**config.mk**
```make
export PLATFORM = sky130hd
export DESIGN_NAME = bfe_queue
export DESIGN_NICKNAME = d
export VERILOG_FILES = /design/src/rtl/bfe_queue.sv
export SDC_FILE = /design/constraint.sdc
export NUM_CORES = 1
export LEC_CHECK = 0
export BUFFER_PORTS_ARGS = -buffer_cell sky130_fd_sc_hd__buf_2
export CAP_MARGIN = 30
export CORE_MARGIN = 8
export CORE_UTILIZATION = 47
export CTS_CLUSTER_SIZE = 28
export DETAILED_ROUTE_END_ITERATION = 16
export GPL_ROUTABILITY_DRIVEN = 0
export GPL_TIMING_DRIVEN = 0
export SLEW_MARGIN = 20
export SYNTH_ARGS = -nofsm -noshare
export SYNTH_HDL_FRONTEND = slang
export SYNTH_SLANG_ARGS = --single-unit
export TNS_END_PERCENT = 50
```
**constraint.sdc**
```tcl
create_clock -name clk -period 3.55 [get_ports clk]
set_input_delay 0.71 -clock clk [delete_from_list [all_inputs] [get_ports clk]]
set_output_delay 0.71 -clock clk [all_outputs]
set_load 0.02 [all_outputs]
```
**src/rtl/bfe_queue.sv**
```systemverilog
module bfe_queue #(
    parameter int DEPTH = 16,
    parameter int W     = 8
) (
    input  logic                         clk,
    input  logic                         rst,
    input  logic                         push,
    input  logic [W-1:0]                 push_data,
    input  logic                         pop,
    output logic [W-1:0]                 head,
    output logic [$clog2(DEPTH+1)-1:0]   count,
    output logic                         empty,
    output logic                         full
);
    localparam int PTR_W = (DEPTH > 1) ? $clog2(DEPTH) : 1;
    localparam int CNT_W = $clog2(DEPTH + 1);
    localparam logic [PTR_W-1:0] LAST = PTR_W'(DEPTH - 1);

    logic [W-1:0]     mem [DEPTH];
    logic [PTR_W-1:0] wr_ptr, rd_ptr;

    function automatic logic [PTR_W-1:0] step(input logic [PTR_W-1:0] p);
        return (p == LAST) ? '0 : p + 1'b1;
    endfunction

    // Pointers and occupancy move on the falling edge.
    always_ff @(negedge clk) begin
        if (rst) begin
            wr_ptr <= '0;
            rd_ptr <= '0;
            count  <= '0;
        end else begin
            if (push) wr_ptr <= step(wr_ptr);
            if (pop)  rd_ptr <= step(rd_ptr);
            unique case ({push, pop})
                2'b10:   count <= count + CNT_W'(1);
                2'b01:   count <= count - CNT_W'(1);
                default: count <= count;
            endcase
        end
    end

    always_ff @(negedge clk) begin
        if (push) mem[wr_ptr] <= push_data;
    end

    assign head  = mem[rd_ptr];
    assign empty = (count == '0);
    assign full  = (count == CNT_W'(DEPTH));
endmodule

```
After elaboration in Yosys (flattened, before gate mapping)
Memories as Yosys holds them, arrays and structs flattened. A register that Yosys moved wholly into a read port is not among the register bits. Index checks and enable logic that the tools add are counted.

Flip-flop bits (word level): 13. RAM bits: 128. Input bits: 12. Output and inout bits: 15. Word-level logic and storage cells: 22. Memories: 1.

Add/subtract/negate cells: 4. Equal/unequal tests: 5. Mux-type cells: 7. Reductions and logical operators: 2.

Memory list: mem (words 16, bits a word 8, read ports 1, clocked after memory_dff 1, wr ports 1, RTL line 19) `logic [W-1:0] mem [DEPTH];`.

Operators by type and width (number): $mux W4 (4); $pmux W5 S2 (1); $add A4 B1 Y4 const B (2); $eq A4 B4 Y1 const B (2); $add A5 B1 Y5 const B (1); $eq A5 B5 Y1 const B (1); $logic_not A5 Y1 (1); $sub A5 B1 Y5 const B (1); $eq A2 B1 Y1 const B (1); $eq A2 B2 Y1 const B (1); $mux W1 (2); $reduce_bool A2 Y1 (1).

Logic depth before layout (Yosys ltp)
Gate-level depths: netlist of the first run.

Depth in word-level cells: 4. Mapped depth: 10. Depth with buffers taken out: 8.

==> results of run 1 <==
## cell type report
type                            count  share of cell area (%)
Clock inverter                    160                    9.59
Tap cell                          172                    2.82
Multi-Input combinational cell    134                    20.5
Inverter                            5                   0.312
Buffer                             15                    2.22
Timing Repair Buffer               33                    3.87
Clock buffer                       17                    5.58
Sequential cell                   145                    55.1
## power by group
| group | internal, W | leakage [nW] | switching, W |
|---|---|---|---|
| logic | 0.000180 | 0.735 | 0.000184 |
| clock network | 0.00139 | 1.08 | 0.00109 |
| registers | 0.00191 | 1.30 | 0.0000274 |
| total | 0.00347 | 3.11 | 0.00130 |
## state kept, by name, summed over array words and instances, names as in the netlist, named ones only
| register | cells |
|---|---|
| mem | 128 |
| count | 5 |
| rd_ptr | 4 |
| wr_ptr | 4 |
## cell usage after synthesis
library cell	instances	area (um2)
sky130_fd_sc_hd__nor2_1	25	93.8
sky130_fd_sc_hd__buf_6	2	22.5
sky130_fd_sc_hd__dfxtp_1	17	340
sky130_fd_sc_hd__inv_1	6	22.5
sky130_fd_sc_hd__nand3_1	1	5.00
sky130_fd_sc_hd__buf_2	4	20.0
sky130_fd_sc_hd__a311oi_1	1	8.76
sky130_fd_sc_hd__mux2i_1	3	30.0
sky130_fd_sc_hd__clkbuf_1	5	18.8
sky130_fd_sc_hd__mux2_1	1	11.3
sky130_fd_sc_hd__nand4_1	1	6.26
sky130_fd_sc_hd__o311ai_0	1	8.76
sky130_fd_sc_hd__xor2_1	5	43.8
sky130_fd_sc_hd__edfxtp_1	128	3840
sky130_fd_sc_hd__ha_1	9	113
sky130_fd_sc_hd__a31oi_1	1	6.26
sky130_fd_sc_hd__nor3_1	5	25.0
sky130_fd_sc_hd__buf_4	2	15.0
sky130_fd_sc_hd__or4_1	3	22.5
sky130_fd_sc_hd__mux4_1	14	368
sky130_fd_sc_hd__a21oi_1	7	35.0
sky130_fd_sc_hd__or3_1	2	12.5
sky130_fd_sc_hd__nand4b_1	1	8.76
sky130_fd_sc_hd__nand2b_1	7	43.8
sky130_fd_sc_hd__nand2_1	11	41.3
sky130_fd_sc_hd__buf_12	1	20.0
sky130_fd_sc_hd__nand3b_1	1	7.51
sky130_fd_sc_hd__nand4bb_1	1	11.3
sky130_fd_sc_hd__buf_8	1	15.0
sky130_fd_sc_hd__o221ai_1	1	8.76
sky130_fd_sc_hd__or3b_2	1	8.76
sky130_fd_sc_hd__mux4_2	26	586
sky130_fd_sc_hd__o22a_1	1	8.76
sky130_fd_sc_hd__xnor2_1	2	17.5
sky130_fd_sc_hd__o21ai_0	3	15.0
## cell families (layout without fill, tap and decap cells)
| logic type | after synthesis | in the layout | synth area share [%] |
|---|---|---|---|
| AOI/OAI and AO/OA | 15 | 15 | 1.56 |
| xor gates and xnor gates | 7 | 7 | 1.05 |
| adders and majority gates | 9 | 9 | 1.92 |
| buffers and inverters | 21 | 230 | 2.28 |
| DFF | 145 | 145 | 71.3 |
| muxes | 44 | 44 | 17.0 |
| and+or+nand+nor | 59 | 59 | 4.89 |
## metal layers
layer	vias up	wire [um]	track usage, %
met5	-	0	0
met1	1721	4960	16.3
met3	21	530	7.78
met2	88	6390	25.6
li1	1606	-	-
met4	0	250	11.4
## timing repair
item,in CTS,in global routing
pin swaps,2,1
setup endpoints to repair,13,14
setup buffers,1,0
cloned,1,2
hold buffers,0,0
resized for setup,12,19
## worst paths after layout
| path | start | end | slack [ns] |
|---|---|---|---|
| max | register | head[7] | -1.20 |
| max reg2reg | wr_ptr[2]$_SDFFE_NP0P_ | mem[13][4]$_DFFE_NP_ | 1.55 |
| min reg2reg | rd_ptr[3]$_SDFFE_NP0P_ | rd_ptr[3]$_SDFFE_NP0P_ | 0.52 |
| min | rd_ptr[3]$_SDFFE_NP0P_ | rd_ptr[3]$_SDFFE_NP0P_ | 0.52 |
## tightest hold or removal path: stages (launching register included)
cell and delay (ns):
sky130_fd_sc_hd__dfxtp_1 0.31, sky130_fd_sc_hd__o21ai_0 0.07, sky130_fd_sc_hd__a21oi_1 0.08
## per-stage QoR
stage / setup TNS, ns / instances / power [W] / setup slack [ns]
2_1_floorplan: -5.60 / 300 / 0.00242 / -0.758
3_3_place_gp: -46.30 / 497 / 0.00252 / -0.841
3_5_place_dp: -45.75 / 498 / 0.00252 / -0.854
4_1_cts: -11.23 / 676 / 0.00483 / -1.24
5_1_grt: -11.46 / 681 / 0.00508 / -1.25
6_report: -10.77 / 681 / 0.00478 / -1.20
==> impl_metrics.xml, run 1 <==
<?xml version="1.0" encoding="UTF-8"?>
<metrics>
  <group name="sta">
    <metric name="rsz_0062_raised_after_global_routing" unit="">true</metric>
    <metric name="final_hold_vio_count" unit="">0</metric>
    <metric name="worst_slew_pin_slew" unit="ns">0.972</metric>
    <metric name="fin_hold_ws" unit="ns">0.519</metric>
    <metric name="final.setup_skew" unit="ns">0.0205</metric>
    <metric name="relSlewSlack" unit="%">34.9</metric>
    <metric name="final-max-slew-violation-count" unit="">0</metric>
    <metric name="setup_slack" unit="ns">-1.20</metric>
    <metric name="setup_viol" unit="">12</metric>
  </group>
  <group name="cts">
    <metric name="insertion_delay" unit="ns">0.46</metric>
    <metric name="cts_made_buffers" unit="">17</metric>
    <metric name="h_tree_depth_reported_by_cts" unit="">4</metric>
    <metric name="clockBufferDepth" unit="">2</metric>
    <metric name="clock_sinks" unit="">145</metric>
    <metric name="clockRootBuffer" unit="">sky130_fd_sc_hd__clkbuf_16</metric>
    <metric name="clk_pin_slew" unit="ns">0.04</metric>
    <metric name="clock_tree_from_tritoncts" unit="">yes</metric>
  </group>
  <group name="run_status">
    <metric name="run_status" unit="">complete, but fails checks</metric>
    <metric name="failing_checks" unit="">setup timing</metric>
  </group>
  <group name="placed_design">
    <metric name="placement.cell_area" unit="mm2">0.00627</metric>
    <metric name="port_buffers" unit="">25</metric>
    <metric name="place_hpwl" unit="um">7400</metric>
  </group>
  <group name="routing">
    <metric name="vias" unit="">3436</metric>
    <metric name="drt-total-wl" unit="um">12100</metric>
    <metric name="first_iter_violations" unit="">180</metric>
    <metric name="post_drt_wl_per_cell" unit="um">17.8</metric>
    <metric name="detail_route.vias_per_cell" unit="">5.05</metric>
    <metric name="postRouteAntennaNets" unit="">0</metric>
    <metric name="drc" unit="">0</metric>
    <metric name="drt_first_pass_iters" unit="">5</metric>
  </group>
  <group name="worst_setup_path">
    <metric name="worstPathCellList" unit="">buf_12 -&gt; buf_12 -&gt; mux4_2 -&gt; mux4_2 -&gt; buf_6</metric>
    <metric name="cp_num_buf_inv" unit="">3</metric>
    <metric name="critical_path.top_delay_family" unit="">multiplexers</metric>
    <metric name="cp.arrival" unit="ns">4.04</metric>
    <metric name="worstPathRequired" unit="ns">2.84</metric>
    <metric name="critPathLaunchType" unit="">register</metric>
    <metric name="end_kind" unit="">output pin</metric>
    <metric name="crit_type" unit="">register to output pin</metric>
    <metric name="path_depth" unit="">5</metric>
    <metric name="worstRegToRegCells" unit="">3</metric>
    <metric name="crit_fanout" unit="">7</metric>
    <metric name="timing.critical_path.slowest_cell_delay" unit="ns">0.53</metric>
    <metric name="critical-path-slowest-cell" unit="">sky130_fd_sc_hd__mux4_2</metric>
  </group>
  <group name="floorplan">
    <metric name="starting_density_of_the_core" unit="%">47.2</metric>
    <metric name="num_io_pins" unit="">27</metric>
    <metric name="die_h" unit="um">128</metric>
    <metric name="fp.coreArea" unit="mm2">0.0124</metric>
    <metric name="die_footprint" unit="mm2">0.0163</metric>
    <metric name="die_width" unit="um">128</metric>
    <metric name="fp-row-count" unit="">41</metric>
  </group>
  <group name="power">
    <metric name="vdd_ir_drop_max" unit="uV">299</metric>
    <metric name="cellLeakagePower" unit="nW">3.11</metric>
    <metric name="powerDensity" unit="mW/mm2">627</metric>
  </group>
  <group name="synthesis">
    <metric name="post_synth.cell_area_avg" unit="um2">19.5</metric>
    <metric name="syn_inst" unit="">300</metric>
    <metric name="netlist_area" unit="mm2">0.00586</metric>
    <metric name="yosys_register_bits" unit="">145</metric>
    <metric name="postSynthNetCount" unit="">321</metric>
    <metric name="yosysWarningCount" unit="">0</metric>
    <metric name="netlist-cell-type-count" unit="">35</metric>
    <metric name="seq_area_frac_synth" unit="%">71.3</metric>
  </group>
  <group name="global_routing">
    <metric name="initial_antenna_violation_count" unit="">0</metric>
    <metric name="grt_start_max_net_pins" unit="">17</metric>
    <metric name="grt_remaining_overflow" unit="">0</metric>
    <metric name="wire_length_of_the_first_global_routing_pass" unit="um">19200</metric>
    <metric name="first_global_vias" unit="">4020</metric>
    <metric name="grt_usage" unit="%">16.1</metric>
  </group>
  <group name="cells_and_area">
    <metric name="fillers" unit="">957</metric>
    <metric name="multi_input_area" unit="mm2">0.00156</metric>
    <metric name="layout-area-overhead-vs-synth" unit="%">30.0</metric>
    <metric name="final_cell_mix" unit="">sky130_fd_sc_hd__inv_1, sky130_fd_sc_hd__edfxtp_1, sky130_fd_sc_hd__mux4_2</metric>
    <metric name="finish.instance_area" unit="mm2">0.00762</metric>
    <metric name="final_core_utilization" unit="%">61.4</metric>
    <metric name="post_route_cells_drive_above_1_share" unit="%">26.1</metric>
    <metric name="antenna_cells" unit="">0</metric>
    <metric name="mostFrequentLayoutCell" unit="">sky130_fd_sc_hd__inv_1</metric>
    <metric name="register_area" unit="mm2">0.00420</metric>
    <metric name="fin_nets" unit="">517</metric>
  </group>
  <group name="job">
    <metric name="cap_viol_max_count" unit="">0</metric>
  </group>
  <group name="min_path">
    <metric name="worst_hold_path.num_cells" unit="">2</metric>
    <metric name="timing.hold.worst.class" unit="">register to register</metric>
  </group>
</metrics>
No activity file was read; power rests on OpenSTA's default activity.
==> run 2: changes to the inputs <==
Settings changed: PLACE_DENSITY set to 0.65.
==> run 2 against run 1 <==
  * The flow still finishes with violations (setup timing)
  * Clock power fell by 2%
  * Count of clock-buffer cells in the layout did not move
  * Setup slack improved by 0.0083 ns
  * Global-route usage fell by 0.64 points
  * Combinational power rose by 4%
  * Clock skew rose by 0.013 ns
  * Via count barely moved
  * Sequential power barely moved
  * Final cell count fell by 0.15%
  * Register-to-register slack improved by 0.07 ns
  * Routed wire length fell by 1.2%
  * Critical endpoint is now head[3]
  * Largest cell class unchanged
==> impl_metrics.xml, run 2 (synthesis gave the netlist of run 1 again) <==
<?xml version="1.0" encoding="UTF-8"?>
<metrics>
  <group name="floorplan">
    <metric name="num_io_pins" unit="">27</metric>
    <metric name="fp-row-count" unit="">41</metric>
    <metric name="die_width" unit="um">128</metric>
    <metric name="fp.coreArea" unit="mm2">0.0124</metric>
    <metric name="starting_density_of_the_core" unit="%">47.2</metric>
    <metric name="die_h" unit="um">128</metric>
    <metric name="die_footprint" unit="mm2">0.0163</metric>
  </group>
  <group name="cts">
    <metric name="clk_pin_slew" unit="ns">0.05</metric>
    <metric name="insertion_delay" unit="ns">0.47</metric>
    <metric name="h_tree_depth_reported_by_cts" unit="">4</metric>
    <metric name="clock_sinks" unit="">145</metric>
    <metric name="clock_tree_from_tritoncts" unit="">yes</metric>
    <metric name="cts_hold_buffers_added" unit="">0</metric>
    <metric name="cts_made_buffers" unit="">17</metric>
    <metric name="clockBufferDepth" unit="">2</metric>
    <metric name="clockRootBuffer" unit="">sky130_fd_sc_hd__clkbuf_16</metric>
  </group>
  <group name="routing">
    <metric name="postRouteAntennaNets" unit="">0</metric>
    <metric name="post_drt_wl_per_cell" unit="um">17.6</metric>
    <metric name="drc" unit="">0</metric>
    <metric name="first_iter_violations" unit="">231</metric>
    <metric name="detail_route.vias_per_cell" unit="">5.06</metric>
    <metric name="vias" unit="">3438</metric>
    <metric name="drt-total-wl" unit="um">12000</metric>
    <metric name="drt_first_pass_iters" unit="">4</metric>
  </group>
  <group name="sta">
    <metric name="final_hold_vio_count" unit="">0</metric>
    <metric name="setup_slack" unit="ns">-1.19</metric>
    <metric name="rsz_0062_raised_after_global_routing" unit="">true</metric>
    <metric name="final-max-slew-violation-count" unit="">0</metric>
    <metric name="relSlewSlack" unit="%">35.4</metric>
    <metric name="worst_slew_pin_slew" unit="ns">0.965</metric>
    <metric name="setup_viol" unit="">12</metric>
    <metric name="final.setup_skew" unit="ns">0.0333</metric>
  </group>
  <group name="worst_setup_path">
    <metric name="crit_type" unit="">register to output pin</metric>
    <metric name="ff2ff_setup_slack" unit="ns">1.62</metric>
    <metric name="worstRegToRegCells" unit="">3</metric>
    <metric name="rr_startpoint" unit="">wr_ptr[0]$_SDFFE_NP0P_</metric>
    <metric name="worstPathRequired" unit="ns">2.84</metric>
    <metric name="crit_fanout" unit="">8</metric>
    <metric name="critPathLaunchType" unit="">register</metric>
    <metric name="cp.arrival" unit="ns">4.03</metric>
    <metric name="reg2reg_to" unit="">mem[11][2]$_DFFE_NP_</metric>
    <metric name="end_kind" unit="">output pin</metric>
  </group>
  <group name="cells_and_area">
    <metric name="largest-register" unit="">mem</metric>
    <metric name="instances_no_fill" unit="">680</metric>
    <metric name="largest_reg_flops" unit="">128</metric>
    <metric name="register_area" unit="mm2">0.00420</metric>
    <metric name="post_route_cells_drive_above_1_share" unit="%">26.6</metric>
    <metric name="fillers" unit="">972</metric>
    <metric name="multi_input_area" unit="mm2">0.00158</metric>
    <metric name="mostFrequentLayoutCell" unit="">sky130_fd_sc_hd__inv_1</metric>
    <metric name="layout-area-overhead-vs-synth" unit="%">30.0</metric>
    <metric name="layout_top_registers" unit="">mem: 128 flops, count: 5 flops</metric>
    <metric name="final_cell_mix" unit="">sky130_fd_sc_hd__inv_1, sky130_fd_sc_hd__edfxtp_1, sky130_fd_sc_hd__mux4_2</metric>
    <metric name="antenna_cells" unit="">0</metric>
    <metric name="fin_nets" unit="">516</metric>
  </group>
  <group name="global_routing">
    <metric name="wire_length_of_the_first_global_routing_pass" unit="um">18300</metric>
    <metric name="grt_start_max_net_pins" unit="">17</metric>
    <metric name="first_global_vias" unit="">3764</metric>
    <metric name="grt_remaining_overflow" unit="">0</metric>
    <metric name="initial_antenna_violation_count" unit="">0</metric>
    <metric name="grt_usage" unit="%">15.4</metric>
  </group>
  <group name="power">
    <metric name="vdd_ir_drop_max" unit="uV">366</metric>
    <metric name="powerDensity" unit="mW/mm2">621</metric>
    <metric name="cellLeakagePower" unit="nW">3.10</metric>
  </group>
  <group name="placed_design">
    <metric name="port_buffers" unit="">25</metric>
    <metric name="place_hpwl" unit="um">7100</metric>
    <metric name="place_ws" unit="ns">-0.860</metric>
    <metric name="place.detailed.instances" unit="">497</metric>
  </group>
  <group name="job">
    <metric name="cap_viol_max_count" unit="">0</metric>
  </group>
  <group name="run_status">
    <metric name="run_status" unit="">complete, but fails checks</metric>
    <metric name="failing_checks" unit="">setup timing</metric>
  </group>
  <group name="min_path">
    <metric name="timing.hold.worst.class" unit="">register to register</metric>
    <metric name="worst_hold_path.num_cells" unit="">2</metric>
    <metric name="hold_path.startpoint" unit="">rd_ptr[3]$_SDFFE_NP0P_</metric>
  </group>
</metrics>
[run 2: cell count changes in the layout (fill, tap and decap cells not counted), moves of 2 or more]
cell and change:
sky130_fd_sc_hd__inv_4 -2, sky130_fd_sc_hd__inv_8 +3, sky130_fd_sc_hd__inv_6 +2, sky130_fd_sc_hd__inv_1 -3, sky130_fd_sc_hd__buf_2 -2, sky130_fd_sc_hd__clkinv_4 +3
sky130_fd_sc_hd__bufinv_16 -2
[run 2: power breakdown]
part	total [W]	internal [W]	switching [W]
Clock	0.00242	0.00128	0.00115
Sequential	0.00193	0.00191	0.0000273
Combinational	0.000377	0.000185	0.000192
[run 2: layer usage]
layer / global-route usage (%) / vias up / share of wire (%)
met2: 24.5 / 107 / 53
met4: 11.1 / 0 / 1.1
met1: 16.3 / 1721 / 41
met5: 0 / - / 0
met3: 6.61 / 9 / 5.0
li1: - / 1601 / -
[run 2: through the flow]
| step | util [%] | total power [W] | hold slack (ns) | area (um2) | TNS (ns) |
|---|---|---|---|---|---|
| after floorplan | - | 0.00242 | 0.472 | 5920 | -5.60 |
| after global placement | 50.5 | 0.00252 | 0.507 | 6260 | -44.41 |
| after detailed placement | 50.5 | 0.00253 | 0.530 | 6260 | -45.74 |
| after CTS | 60.0 | 0.00478 | 0.519 | 7450 | -11.33 |
| after global routing | 61.4 | 0.00504 | 0.558 | 7620 | -11.61 |
| final | 61.4 | 0.00473 | 0.514 | 7620 | -10.96 |
[run 2: critical path: stages (launching register included)]
cell and delay (ns):
sky130_fd_sc_hd__dfxtp_2 0.33, sky130_fd_sc_hd__buf_12 0.15, sky130_fd_sc_hd__buf_12 0.14, sky130_fd_sc_hd__mux4_2 0.53, sky130_fd_sc_hd__mux4_2 0.51, sky130_fd_sc_hd__buf_6 0.16
[run 2: area by class of cell]
type / count / share of cell area [%]
buffer: 15 / 2.22
sequential: 145 / 55.1
inverter: 5 / 0.312
timing repair buffer: 32 / 3.86
multi-input combinational: 134 / 20.7
tap: 172 / 2.82
clock inverter: 160 / 9.44
clock buffer: 17 / 5.58
[run 2: worst max path at each step]
stage                         from                    end  slack, ns  depth (start not counted)
final                     register                head[3]      -1.19                          5
after global routing      register                head[3]      -1.25                          5
after CTS                 register                head[7]      -1.25                          5
after detailed placement       pop  count[4]$_SDFFE_NP0P_      -0.86                          9
after global placement         pop  count[4]$_SDFFE_NP0P_      -0.84                          9
after floorplan               push  count[4]$_SDFFE_NP0P_      -0.76                         10
[run 2: what timing repair did]
item                                    4_1_cts  5_1_grt
hold endpoints to repair                      0        0
resized for setup                            12       21
buffers inserted                              0        1
endpoints found under the setup margin       13       15
pin swaps                                     2        1
cloned                                        0        3
==> run 3: changes to the inputs <==
Settings changed: CTS_BUF_LIST set to sky130_fd_sc_hd__clkbuf_2.
==> run 3 against run 2 <==
  * The run still ends with setup timing left
  * Clock power decreased by 33%
  * Power fell by 17%
  * Sequential power about the same
  * Critical path type unchanged
==> impl_metrics.xml, run 3 (synthesis gave the netlist of run 1 again) <==
<?xml version="1.0" encoding="UTF-8"?>
<metrics>
  <group name="run_status">
    <metric name="run_status" unit="">complete, but fails checks</metric>
    <metric name="failing_checks" unit="">setup timing</metric>
  </group>
  <group name="power">
    <metric name="vdd_ir_drop_max" unit="uV">283</metric>
    <metric name="powerDensity" unit="mW/mm2">538</metric>
    <metric name="cellLeakagePower" unit="nW">2.96</metric>
    <metric name="power" unit="W">0.00393</metric>
  </group>
  <group name="global_routing">
    <metric name="grt_util_met1" unit="%">16.5</metric>
    <metric name="grt_start_max_net_pins" unit="">17</metric>
    <metric name="top_usage_layer" unit="">met2</metric>
    <metric name="groute.layer.met3.usage" unit="%">8.28</metric>
    <metric name="gr-usage-met2" unit="%">24.3</metric>
    <metric name="first_global_vias" unit="">3796</metric>
    <metric name="grt_usage" unit="%">15.6</metric>
    <metric name="grt_remaining_overflow" unit="">0</metric>
    <metric name="initial_antenna_violation_count" unit="">1</metric>
    <metric name="wire_length_of_the_first_global_routing_pass" unit="um">18500</metric>
  </group>
  <group name="cells_and_area">
    <metric name="largest-register" unit="">mem</metric>
    <metric name="layout-area-overhead-vs-synth" unit="%">24.5</metric>
    <metric name="layout_top_registers" unit="">mem: 128 flops, count: 5 flops</metric>
    <metric name="final_core_utilization" unit="%">58.8</metric>
    <metric name="multi_input_area" unit="mm2">0.00157</metric>
    <metric name="mostFrequentLayoutCell" unit="">sky130_fd_sc_hd__inv_1</metric>
    <metric name="register_area" unit="mm2">0.00420</metric>
    <metric name="largest_reg_flops" unit="">128</metric>
    <metric name="finish.instance_area" unit="mm2">0.00730</metric>
    <metric name="fin_nets" unit="">514</metric>
    <metric name="post_route_cells_drive_above_1_share" unit="%">26.3</metric>
    <metric name="final_cell_mix" unit="">sky130_fd_sc_hd__inv_1, sky130_fd_sc_hd__edfxtp_1, sky130_fd_sc_hd__mux4_2</metric>
    <metric name="fillers" unit="">1009</metric>
  </group>
  <group name="routing">
    <metric name="drc" unit="">0</metric>
    <metric name="vias" unit="">3414</metric>
    <metric name="drt-total-wl" unit="um">11800</metric>
    <metric name="detail_route.vias_per_cell" unit="">5.03</metric>
    <metric name="drt_first_pass_iters" unit="">5</metric>
    <metric name="postRouteAntennaNets" unit="">0</metric>
    <metric name="post_drt_wl_per_cell" unit="um">17.4</metric>
    <metric name="first_iter_violations" unit="">251</metric>
  </group>
  <group name="cts">
    <metric name="clockRootBuffer" unit="">sky130_fd_sc_hd__clkbuf_2</metric>
    <metric name="clock_tree_from_tritoncts" unit="">yes</metric>
    <metric name="clockBufferDepth" unit="">2</metric>
    <metric name="cts_made_buffers" unit="">17</metric>
    <metric name="insertion_delay" unit="ns">0.73</metric>
    <metric name="clk_pin_slew" unit="ns">0.07</metric>
    <metric name="clock_sinks" unit="">145</metric>
    <metric name="h_tree_depth_reported_by_cts" unit="">4</metric>
  </group>
  <group name="floorplan">
    <metric name="die_h" unit="um">128</metric>
    <metric name="fp-row-count" unit="">41</metric>
    <metric name="die_width" unit="um">128</metric>
    <metric name="fp.coreArea" unit="mm2">0.0124</metric>
    <metric name="die_footprint" unit="mm2">0.0163</metric>
    <metric name="num_io_pins" unit="">27</metric>
    <metric name="starting_density_of_the_core" unit="%">47.2</metric>
  </group>
  <group name="min_path">
    <metric name="timing.hold.worst.class" unit="">register to register</metric>
  </group>
  <group name="sta">
    <metric name="final.setup_skew" unit="ns">0.0418</metric>
    <metric name="totalNegativeSetupSlack" unit="ns">-13.70</metric>
    <metric name="setup_slack" unit="ns">-1.44</metric>
    <metric name="final_hold_vio_count" unit="">0</metric>
    <metric name="setup_viol" unit="">16</metric>
    <metric name="relSlewSlack" unit="%">36.4</metric>
    <metric name="final-max-slew-violation-count" unit="">0</metric>
    <metric name="worst_slew_pin_slew" unit="ns">0.951</metric>
    <metric name="rsz_0062_raised_after_global_routing" unit="">true</metric>
  </group>
  <group name="worst_setup_path">
    <metric name="end_kind" unit="">output pin</metric>
    <metric name="worstPathRequired" unit="ns">2.84</metric>
    <metric name="critPathLaunchType" unit="">register</metric>
    <metric name="crit_fanout" unit="">8</metric>
    <metric name="crit_type" unit="">register to output pin</metric>
    <metric name="cp.arrival" unit="ns">4.28</metric>
  </group>
  <group name="placed_design">
    <metric name="placement.cell_area" unit="mm2">0.00626</metric>
    <metric name="place_hpwl" unit="um">7100</metric>
    <metric name="port_buffers" unit="">25</metric>
  </group>
  <group name="job">
    <metric name="cap_viol_max_count" unit="">0</metric>
  </group>
</metrics>
[run 3: cell types whose count changed in the layout (fill, tap and decap cells not counted), moves of 2 or more]
| cell | delta |
|---|---|
| sky130_fd_sc_hd__clkbuf_2 | +17 |
| sky130_fd_sc_hd__clkbuf_16 | -19 |
| sky130_fd_sc_hd__buf_4 | -6 |
| sky130_fd_sc_hd__dfxtp_4 | +2 |
| sky130_fd_sc_hd__dfxtp_2 | -2 |
| sky130_fd_sc_hd__buf_6 | +7 |
| sky130_fd_sc_hd__buf_2 | -4 |
[run 3: cell type report]
| cell class | count | share of cell area [%] |
|---|---|---|
| plain buffers | 15 | 2.31 |
| repair buffers | 30 | 4.28 |
| flip-flops and latches | 145 | 57.6 |
| well taps | 172 | 2.95 |
| multi-input cells | 134 | 21.5 |
| diodes | 1 | 0.0343 |
| clock buffers | 17 | 1.16 |
| inverters | 5 | 0.326 |
| clock inverters | 160 | 9.85 |
[run 3: final timing paths]
kind	start	to	slack, ns	cells past startpoint
hold reg to reg	rd_ptr[3]$_SDFFE_NP0P_	register	0.51	2
hold / removal	rd_ptr[3]$_SDFFE_NP0P_	register	0.51	2
setup reg to reg	wr_ptr[0]$_SDFFE_NP0P_	mem[11][6]$_DFFE_NP_	1.62	3
setup / recovery	register	head[7]	-1.44	5
[run 3: where the power goes]
group	switching [W]	leakage, nW	total (W)	internal, W
sequential	0.0000279	1.30	0.00192	0.00189
combinational	0.000192	0.732	0.000386	0.000194
clock	0.00106	0.928	0.00162	0.000565
total	0.00128	2.96	0.00393	0.00265
[run 3: critical path, cell delays in order (launching register included)]
cell and delay (ns):
sky130_fd_sc_hd__dfxtp_2 0.33, sky130_fd_sc_hd__buf_12 0.15, sky130_fd_sc_hd__buf_12 0.14, sky130_fd_sc_hd__mux4_2 0.53, sky130_fd_sc_hd__mux4_2 0.50, sky130_fd_sc_hd__buf_6 0.15
[run 3: per-layer routing]
layer	up-vias	routed length [um]
met5	-	0
met4	0	99
met3	6	603
met2	106	6230
met1	1695	4890
li1	1607	-
[run 3: repair_timing]
item | 4_1_cts | 5_1_grt
buffers inserted | 2 | 0
hold buffers | 0 | 0
resized for setup | 31 | 16
cloned | 2 | 1
setup endpoints to repair | 16 | 16
pin swaps | 2 | 2
[run 3: metrics by stage]
step | hold WS [ns] | worst slack (ns) | std cells
after floorplan | 0.472 | -0.758 | 300
after global placement | 0.507 | -0.839 | 497
after detailed placement | 0.530 | -0.860 | 497
after CTS | 0.516 | -1.57 | 677
after global routing | 0.567 | -1.59 | 679
final | 0.509 | -1.44 | 679
